--- config.mk ---
export PLATFORM = sky130hd
export DESIGN_NAME = lgasp_seq
export DESIGN_NICKNAME = d
export VERILOG_FILES = /design/src/rtl/lg_pkg.sv /design/src/rtl/lg_brownout.sv /design/src/rtl/lg_accum.sv /design/src/rtl/lg_evt_ring.sv /design/src/rtl/lg_flush_fsm.sv /design/src/rtl/lgasp_seq.sv
export SDC_FILE = /design/constraint.sdc
export NUM_CORES = 1
export LEC_CHECK = 0
export BUFFER_PORTS_ARGS = -buffer_cell sky130_fd_sc_hd__buf_4
export CAP_MARGIN = 5
export CORE_ASPECT_RATIO = 1.25
export CORE_UTILIZATION = 54
export CTS_BUF_LIST = sky130_fd_sc_hd__clkbuf_4
export CTS_CLUSTER_DIAMETER = 200
export DETAILED_ROUTE_END_ITERATION = 10
export PLACE_DENSITY = 0.79
export SYNTH_ARGS = -nofsm -noshare
export SYNTH_HDL_FRONTEND = slang
export SYNTH_HIERARCHICAL = 1
export SYNTH_SLANG_ARGS = --single-unit
--- constraint.sdc ---
create_clock -name clk -period 4.14 [get_ports clk]
set_clock_uncertainty 0.05 [all_clocks]
set_input_delay 0.207 -clock clk [delete_from_list [all_inputs] [get_ports clk]]
set_output_delay 0.207 -clock clk [all_outputs]
set_load 0.05 [all_outputs]
--- src/rtl/lg_pkg.sv ---
`timescale 1ns/1ps
package lg_pkg;

    localparam int WORD_W  = 32;
    localparam int TICK_W  = 24;
    localparam int CAUSE_W = 8;

    localparam logic [WORD_W-CAUSE_W-1:0] SEAL_TAG = 24'h5EA1ED;

    typedef enum logic [2:0] {
        FS_IDLE,
        FS_ISSUE,
        FS_WAIT,
        FS_DONE,
        FS_ABORT
    } flush_state_e;

    typedef enum logic [CAUSE_W-1:0] {
        CAUSE_NONE     = 8'd0,
        CAUSE_BROWNOUT = 8'd1,
        CAUSE_HOST     = 8'd2,
        CAUSE_PROT     = 8'd3
    } cause_e;

    typedef enum logic [1:0] {
        SLOT_ACC,
        SLOT_EVT,
        SLOT_REC,
        SLOT_SEAL
    } slot_e;

    typedef struct packed {
        cause_e              cause;
        logic [TICK_W-1:0]   tick;
    } pd_rec_t;

    function automatic cause_e pick_cause(input logic prot, input logic brown, input logic host);
        cause_e c;
        if (prot)       c = CAUSE_PROT;
        else if (brown) c = CAUSE_BROWNOUT;
        else if (host)  c = CAUSE_HOST;
        else            c = CAUSE_NONE;
        return c;
    endfunction

    function automatic logic [WORD_W-1:0] seal_word(input logic [CAUSE_W-1:0] nwords);
        return {SEAL_TAG, nwords};
    endfunction

endpackage

--- src/rtl/lg_brownout.sv ---
`timescale 1ns/1ps
module lg_brownout #(
    parameter int LVL_W = 12,
    parameter int DEB_W = 4
) (
    input  logic             clk,
    input  logic             rst,
    input  logic             sample_valid,
    input  logic [LVL_W-1:0] supply_level,
    input  logic [LVL_W-1:0] threshold,
    input  logic [DEB_W-1:0] debounce,
    output logic             trip,
    output logic             pfail_flag,
    output logic             pfail_irq
);

    localparam int RW = DEB_W + 1;

    logic [DEB_W-1:0] run_q;
    logic             below;
    logic [RW-1:0]    need;
    logic [RW-1:0]    have;

    assign below = supply_level < threshold;
    assign need  = (debounce == '0) ? RW'(1) : {1'b0, debounce};
    assign have  = {1'b0, run_q} + RW'(1);
    assign trip  = sample_valid && below && (have >= need);

    always_ff @(posedge clk) begin
        if (rst) begin
            run_q      <= '0;
            pfail_flag <= 1'b0;
            pfail_irq  <= 1'b0;
        end else begin
            pfail_irq <= trip && !pfail_flag;
            if (trip) pfail_flag <= 1'b1;
            if (sample_valid) begin
                if (!below)            run_q <= '0;
                else if (run_q != '1)  run_q <= run_q + DEB_W'(1);
            end
        end
    end

    // the flag is sticky
    assert_flag_sticky_R1: assert property (@(posedge clk) disable iff (rst)
        pfail_flag |=> pfail_flag);

    // the interrupt only marks the first cycle of the flag
    assert_irq_first_R1: assert property (@(posedge clk) disable iff (rst)
        pfail_irq |-> (pfail_flag && !$past(pfail_flag)));

endmodule

--- src/rtl/lg_accum.sv ---
`timescale 1ns/1ps
module lg_accum
    import lg_pkg::*;
#(
    parameter int INC_W = 16,
    parameter int NACC  = 2
) (
    input  logic                         clk,
    input  logic                         rst,
    input  logic                         sample_valid,
    input  logic                         freeze,
    input  logic [NACC-1:0][INC_W-1:0]   inc,
    output logic [NACC-1:0][WORD_W-1:0]  acc
);

    for (genvar g = 0; g < NACC; g++) begin : g_acc
        always_ff @(posedge clk) begin
            if (rst)                          acc[g] <= '0;
            else if (sample_valid && !freeze) acc[g] <= acc[g] + WORD_W'(inc[g]);
        end
    end

endmodule

--- src/rtl/lg_evt_ring.sv ---
`timescale 1ns/1ps
module lg_evt_ring #(
    parameter int DEPTH  = 4,   // power of two, at least 2
    parameter int DATA_W = 32
) (
    input  logic                          clk,
    input  logic                          rst,
    input  logic                          push,
    input  logic [DATA_W-1:0]             push_data,
    input  logic [$clog2(DEPTH)-1:0]      rd_age,
    output logic [DATA_W-1:0]             rd_data,
    output logic [$clog2(DEPTH+1)-1:0]    count
);

    localparam int PW = $clog2(DEPTH);
    localparam int CW = $clog2(DEPTH + 1);

    logic [PW-1:0]     wptr;
    logic [PW-1:0]     rd_slot;
    logic [DATA_W-1:0] slot_q [DEPTH];

    for (genvar g = 0; g < DEPTH; g++) begin : g_slot
        always_ff @(posedge clk) begin
            if (rst)                              slot_q[g] <= '0;
            else if (push && (wptr == PW'(g)))    slot_q[g] <= push_data;
        end
    end

    always_ff @(posedge clk) begin
        if (rst) begin
            wptr  <= '0;
            count <= '0;
        end else if (push) begin
            wptr <= wptr + PW'(1);
            if (count != CW'(DEPTH)) count <= count + CW'(1);
        end
    end

    assign rd_slot = wptr - PW'(1) - rd_age;
    assign rd_data = slot_q[rd_slot];

    // the kept count never exceeds the depth
    assert_count_bound_R4: assert property (@(posedge clk) disable iff (rst)
        count <= CW'(DEPTH));

endmodule

--- src/rtl/lg_flush_fsm.sv ---
`timescale 1ns/1ps
module lg_flush_fsm
    import lg_pkg::*;
#(
    parameter int AW    = 8,
    parameter int TMO_W = 8,
    parameter int BUD_W = 16,
    parameter int DEPTH = 4
) (
    input  logic                         clk,
    input  logic                         rst,
    input  logic                         brown_trip,
    input  logic                         prot_trip,
    input  logic                         host_off,
    input  logic [BUD_W-1:0]             cycle_budget,
    input  logic [TMO_W-1:0]             write_timeout,
    input  logic [WORD_W-1:0]            energy_snap,
    input  logic [WORD_W-1:0]            charge_snap,
    input  logic [$clog2(DEPTH+1)-1:0]   evt_count,
    input  logic [WORD_W-1:0]            evt_word,
    input  logic                         nvm_busy,
    input  logic                         nvm_done,
    output logic                         entering,
    output logic                         active,
    output logic [$clog2(DEPTH)-1:0]     evt_age,
    output logic                         nvm_wr_en,
    output logic [AW-1:0]                nvm_addr,
    output logic [WORD_W-1:0]            nvm_wdata,
    output logic                         seq_done,
    output logic                         seq_abort
);

    localparam int CW = $clog2(DEPTH + 1);
    localparam int IW = $clog2(DEPTH);

    flush_state_e      state;
    logic [AW-1:0]     widx;
    logic [CW-1:0]     n_evt;
    pd_rec_t           rec;
    logic [TICK_W-1:0] tick;
    logic [TMO_W-1:0]  tmo;
    logic [BUD_W-1:0]  bud;

    logic [AW-1:0]     total_w;
    logic [AW-1:0]     evt_end;
    logic [AW-1:0]     ev_off;
    logic              last_word;
    logic              word_ok;
    logic              tmo_hit;
    logic              bud_hit;
    slot_e             slot;

    assign entering  = (state == FS_IDLE) && (brown_trip || prot_trip || host_off);
    assign active    = (state != FS_IDLE);
    assign seq_done  = (state == FS_DONE);
    assign seq_abort = (state == FS_ABORT);

    assign total_w   = AW'(n_evt) + AW'(4);
    assign evt_end   = AW'(n_evt) + AW'(2);
    assign last_word = (widx == total_w - AW'(1));
    assign ev_off    = widx - AW'(2);
    assign evt_age   = ev_off[IW-1:0];

    assign word_ok = (state == FS_WAIT) && nvm_done;
    assign tmo_hit = ({1'b0, tmo} + (TMO_W+1)'(1)) >= {1'b0, write_timeout};
    assign bud_hit = ({1'b0, bud} + (BUD_W+1)'(1)) >= {1'b0, cycle_budget};

    always_comb begin
        if (widx < AW'(2))        slot = SLOT_ACC;
        else if (widx < evt_end)  slot = SLOT_EVT;
        else if (widx == evt_end) slot = SLOT_REC;
        else                      slot = SLOT_SEAL;
    end

    always_comb begin
        unique case (slot)
            SLOT_ACC:  nvm_wdata = (widx == '0) ? energy_snap : charge_snap;
            SLOT_EVT:  nvm_wdata = evt_word;
            SLOT_REC:  nvm_wdata = rec;
            default:   nvm_wdata = seal_word(CAUSE_W'(total_w));
        endcase
    end

    assign nvm_wr_en = (state == FS_ISSUE) && !nvm_busy;
    assign nvm_addr  = widx;

    always_ff @(posedge clk) begin
        if (rst) begin
            state <= FS_IDLE;
            widx  <= '0;
            n_evt <= '0;
            rec   <= '{cause: CAUSE_NONE, tick: '0};
            tick  <= '0;
            tmo   <= '0;
            bud   <= '0;
        end else begin
            tick <= tick + TICK_W'(1);
            unique case (state)
                FS_IDLE: begin
                    if (entering) begin
                        state     <= FS_ISSUE;
                        widx      <= '0;
                        tmo       <= '0;
                        bud       <= '0;
                        n_evt     <= evt_count;
                        rec.cause <= pick_cause(prot_trip, brown_trip, host_off);
                        rec.tick  <= tick;
                    end
                end
                FS_ISSUE, FS_WAIT: begin
                    bud <= bud + BUD_W'(1);
                    if (word_ok && last_word) begin
                        state <= FS_DONE;
                    end else if (bud_hit || (!word_ok && tmo_hit)) begin
                        state <= FS_ABORT;
                    end else if (word_ok) begin
                        widx  <= widx + AW'(1);
                        tmo   <= '0;
                        state <= FS_ISSUE;
                    end else begin
                        tmo <= tmo + TMO_W'(1);
                        if (nvm_wr_en) state <= FS_WAIT;
                    end
                end
                default: state <= state;
            endcase
        end
    end

    // the load gate holds once set
    assert_loads_sticky_R2: assert property (@(posedge clk) disable iff (rst)
        active |=> active);

    // a request is never repeated without an intervening completion
    assert_single_request_R6: assert property (@(posedge clk) disable iff (rst)
        nvm_wr_en |=> !nvm_wr_en);

    // the per-word counter never passes its limit
    assert_tmo_bound_R8: assert property (@(posedge clk) disable iff (rst)
        (active && !seq_done && !seq_abort && write_timeout != '0) |-> (tmo < write_timeout));

    // the run counter never passes the budget
    assert_budget_bound_R9: assert property (@(posedge clk) disable iff (rst)
        (active && !seq_done && !seq_abort && cycle_budget != '0) |-> (bud < cycle_budget));

    // completion follows the storage port's done
    assert_done_after_ack_R10: assert property (@(posedge clk) disable iff (rst)
        $rose(seq_done) |-> $past(nvm_done));

    // terminal states hold
    assert_abort_sticky_R10: assert property (@(posedge clk) disable iff (rst)
        seq_abort |=> (seq_abort && !seq_done));

endmodule

--- src/rtl/lgasp_seq.sv ---
`timescale 1ns/1ps
module lgasp_seq
    import lg_pkg::*;
#(
    parameter int LVL_W     = 12,
    parameter int DEB_W     = 4,
    parameter int INC_W     = 16,
    parameter int EVT_DEPTH = 4,
    parameter int AW        = 8,
    parameter int TMO_W     = 8,
    parameter int BUD_W     = 16
) (
    input  logic               clk,
    input  logic               rst,
    input  logic               sample_valid,
    input  logic [LVL_W-1:0]   supply_level,
    input  logic [LVL_W-1:0]   fail_threshold,
    input  logic [DEB_W-1:0]   fail_debounce,
    input  logic [INC_W-1:0]   energy_inc,
    input  logic [INC_W-1:0]   charge_inc,
    input  logic               evt_valid,
    input  logic               evt_high_sev,
    input  logic [31:0]        evt_data,
    input  logic               prot_trip,
    input  logic               host_off,
    input  logic [BUD_W-1:0]   cycle_budget,
    input  logic [TMO_W-1:0]   write_timeout,
    input  logic               nvm_busy,
    input  logic               nvm_done,
    output logic               pfail_flag,
    output logic               pfail_irq,
    output logic               loads_off,
    output logic [31:0]        energy_acc,
    output logic [31:0]        charge_acc,
    output logic               nvm_wr_en,
    output logic [AW-1:0]      nvm_addr,
    output logic [31:0]        nvm_wdata,
    output logic               flush_done,
    output logic               flush_abort
);

    localparam int CW = $clog2(EVT_DEPTH + 1);
    localparam int IW = $clog2(EVT_DEPTH);

    logic                      brown_trip;
    logic                      entering;
    logic                      freeze;
    logic [1:0][INC_W-1:0]     inc_v;
    logic [1:0][WORD_W-1:0]    acc_v;
    logic [IW-1:0]             evt_age;
    logic [WORD_W-1:0]         evt_word;
    logic [CW-1:0]             evt_count;

    assign freeze = loads_off || entering;
    assign inc_v  = {charge_inc, energy_inc};

    lg_brownout #(.LVL_W(LVL_W), .DEB_W(DEB_W)) u_brown (
        .clk(clk), .rst(rst), .sample_valid(sample_valid),
        .supply_level(supply_level), .threshold(fail_threshold),
        .debounce(fail_debounce), .trip(brown_trip),
        .pfail_flag(pfail_flag), .pfail_irq(pfail_irq)
    );

    lg_accum #(.INC_W(INC_W), .NACC(2)) u_accum (
        .clk(clk), .rst(rst), .sample_valid(sample_valid),
        .freeze(freeze), .inc(inc_v), .acc(acc_v)
    );

    assign energy_acc = acc_v[0];
    assign charge_acc = acc_v[1];

    lg_evt_ring #(.DEPTH(EVT_DEPTH), .DATA_W(WORD_W)) u_ring (
        .clk(clk), .rst(rst),
        .push(evt_valid && evt_high_sev && !freeze),
        .push_data(evt_data), .rd_age(evt_age),
        .rd_data(evt_word), .count(evt_count)
    );

    lg_flush_fsm #(.AW(AW), .TMO_W(TMO_W), .BUD_W(BUD_W), .DEPTH(EVT_DEPTH)) u_fsm (
        .clk(clk), .rst(rst),
        .brown_trip(brown_trip), .prot_trip(prot_trip), .host_off(host_off),
        .cycle_budget(cycle_budget), .write_timeout(write_timeout),
        .energy_snap(acc_v[0]), .charge_snap(acc_v[1]),
        .evt_count(evt_count), .evt_word(evt_word),
        .nvm_busy(nvm_busy), .nvm_done(nvm_done),
        .entering(entering), .active(loads_off), .evt_age(evt_age),
        .nvm_wr_en(nvm_wr_en), .nvm_addr(nvm_addr), .nvm_wdata(nvm_wdata),
        .seq_done(flush_done), .seq_abort(flush_abort)
    );

    // accumulators hold their values once loads are gated off
    assert_frozen_energy_R3: assert property (@(posedge clk) disable iff (rst)
        loads_off |=> $stable(energy_acc));
    assert_frozen_charge_R3: assert property (@(posedge clk) disable iff (rst)
        loads_off |=> $stable(charge_acc));

endmodule

==> impl_metrics.tcl <==
set metrics [dict create \
    synth_top_cell_by_area "edfxtp_1" \
    seq_power_share_pct 39.8 \
    fin_total_pwr_mw 8.34 \
    r2r_start "u_fsm/bud[0]" \
    power.share.clock_pct 29.2 \
    p_switching_mw 2.98 \
    overflow 0 \
    initial_core_util_pct 55.3 \
    finalHoldViolations 0 \
    dr.first_iter.drc_count 1444 \
    final_cells 2564 \
    finalNetCount 2324 \
    cts_tree "yes" \
    synthTopCellsByCount "nand2_1 (221), dfxtp_1 (163), a21oi_1 (148)" \
    path_class "reg2out" \
    drive_gt1_share_pct 20.2 \
    post-route-min-period_ns 3.93 \
    r2r_slack_ns 0.29 \
    yosysSeqAreaShare_pct 41.4 \
    ys_async_sr_fraction_pct 0 \
    dpl_cell_area_mm2 0.0193 \
    dp.cells 2375 \
    syn2layout_area_growth_pct 21.6 \
    critPathCaptureType "output port" \
    grt_start_max_net_pins 108 \
    drc 0 \
    hold_path.class "in2reg" \
    hold_slack_ns 0.0579 \
    ir_drop_uv 285 \
    cap_violations 0 \
    dp_hpwl_mm 32.6 \
    postLayoutSetupSlackWorst_ns 0.213 \
    synth_flop_cell "dfxtp_1" \
    antenna_found_initial 1 \
    worstHoldStart "charge_inc[15]" \
    r2r_end "u_fsm/tmo[1]" \
    min_to "u_accum/acc[47]" \
    syn_inst 1796 \
    cp-start-kind "register" \
    vias 14937 \
    place_ws_ns 0.134 \
    cp_max_fo 26 \
    fmax_mhz 255 \
    synth_most_common_cell "nand2_1" \
    netlist_area_mm2 0.0172 \
    leakage_nw 8.85 \
    drt.antenna.violating_nets 0 \
    setup_viol 0 \
    yosysTopAreaCellShare_pct 22.4 \
    worstRegToRegCells 12 \
    grt_pass1_vias 14790 \
    relSlewSlack_pct 30.4 \
    worstMarginPinSlew_ns 1.04 \
    core_mm2 0.0311 \
    cts.htree.levels 3 \
    cts_num_sinks 291 \
    min_period_over_period_pct 94.9 \
    gp_congestion 0.925 \
    fin_tns_setup_ns 0 \
    crit_arrival_ns 3.67 \
    die_y_um 201 \
    grt_pass1_wl_mm 73.8 \
    fin_util_pct 67.2 \
    dr.pass1.iters 8 \
    ys_ff_latch 291 \
    cts-root-buf "clkbuf_4" \
    crit_required_ns 3.88 \
    status "finished clean" \
    synth-edff-count 128 \
    io_pins 235 \
    synthDistinctLibCells 106 \
    clk_latency_ns 0.69 \
    maxSlewViolCount 0 \
    stdcell_area_mm2 0.0209 \
    post_drt_via_cell_ratio 5.83 \
    drt-total-wl_mm 46.9 \
    power_density_mw_per_mm2 400 \
    holdPathStages 4 \
    grt_usage_pct 28.5 \
    synth_area_leaders "edfxtp_1 (22%), dfxtp_1 (19%), ha_1 (6.7%), and2_1 (4.9%), mux4_1 (4.9%)" \
    clockBufferDepth 3 \
    cts_buffers 73 \
    numPortBuffers 234 \
    wl_per_cell_um 18.3 \
    rsz0062_at_grt "true" \
    swShare_pct 35.7 \
    synthesis.nets 2015 \
    die_area_mm2 0.0325 \
    yosysWarnings 6 \
    p_int_mw 5.36 \
    pwr-share-comb_pct 31.0 \
    die_w_um 162 \
    clk_pin_slew_worst_paths_ns 0.07 \
    avgSynthCellArea_um2 9.57 \
    rows 72 \
]
repair_timing:
item / 4_1_cts / 5_1_grt
gates resized for setup: 0 / 4
hold endpoints to repair: 198 / 0
hold buffers: 60 / 0
setup buffers: 0 / 2
endpoints found under the setup margin: 0 / 13
worst max path at each step:
stage / from / to / slack, ns / cells past startpoint
after floorplan: u_brown/run_q[0] / u_ring/slot_q[0][0] / 0.01 / 14
after global placement: fail_debounce[2] / u_accum/acc[52] / 0.33 / 17
after detailed placement: u_brown/run_q[0] / u_accum/acc[27] / 0.13 / 14
after CTS: u_fsm/n_evt[2] / nvm_wdata[12] / 0.08 / 9
after global routing: u_fsm/bud[0] / u_fsm/tmo[5] / -0.005 / 12
final: u_fsm/n_evt[2] / nvm_wdata[3] / 0.21 / 9
metal layers:
layer	GRT usage [%]	vias to the layer above	share of wire (%)
li1	-	7142	-
met1	34.3	7047	40
met2	49.2	637	49
met3	5.19	111	7.2
met4	13.1	0	3.4
met5	0	-	0
flip-flops by register name (all words and copies together), names as in the netlist, 4 cells and up:
signal,count
u_fsm/nvm_addr,8
u_ring/slot_q,128
u_accum/acc,64
u_fsm/rec,26
u_brown/run_q,4
u_fsm/bud,16
u_fsm/tick,24
u_fsm/tmo,8
cells in the final DEF (no fill, tap or decap), types with 18 or more instances in the layout:
cell type / count
dlygate4sd3_1: 60
o21ai_0: 45
ha_1: 92
and2_1: 135
mux2i_1: 28
nor2_1: 133
clkbuf_4: 101
inv_1: 76
mux4_1: 32
nand4_1: 31
nand3_1: 49
edfxtp_1: 128
nor3_1: 26
clkinv_1: 18
a21oi_1: 148
xor2_1: 26
dfxtp_1: 163
nor2b_1: 18
or3_1: 21
nand2_1: 221
xnor2_1: 53
buf_4: 260
power by group through the flow:
stage | sequential, mW | combinational, mW | clock (mW)
floorplan | 3.56 | 1.56 | 0
finish | 3.32 | 2.59 | 2.43
CTS | 3.32 | 2.54 | 2.49
detailed placement | 3.38 | 2.48 | 0
global route | 3.34 | 2.77 | 2.64
global placement | 3.37 | 2.44 | 0
logic make-up after synthesis:
family	share of synthesized area [%]
multiplexers	7.25
flip-flops	41.4
buffers and inverters	4.11
adder cells (fa/ha/maj)	6.93
AO/OA/AOI/OAI	14.4
AND/OR/NAND/NOR	21.7
XOR/XNOR	4.22
final cells by class:
class	instances	area, um2
diodes	1	2.50
clock buffers	101	758
clock inverters	25	163
fillers	2453	10200
inverters	77	289
multi-input cells	1336	9400
flip-flops and latches	291	7110
well taps	407	509
repair buffers	326	2660
worst max-delay path, cell delays in order, from the launching register on:
cell      delay, ns
dfxtp_1        0.49
ha_1           0.30
ha_1           0.28
o21a_1         0.11
o21a_1         0.20
nor4_2         0.61
buf_4          0.42
nand2_1        0.13
o221ai_1       0.16
buf_4          0.27
(Power assumes the default switching activity.)
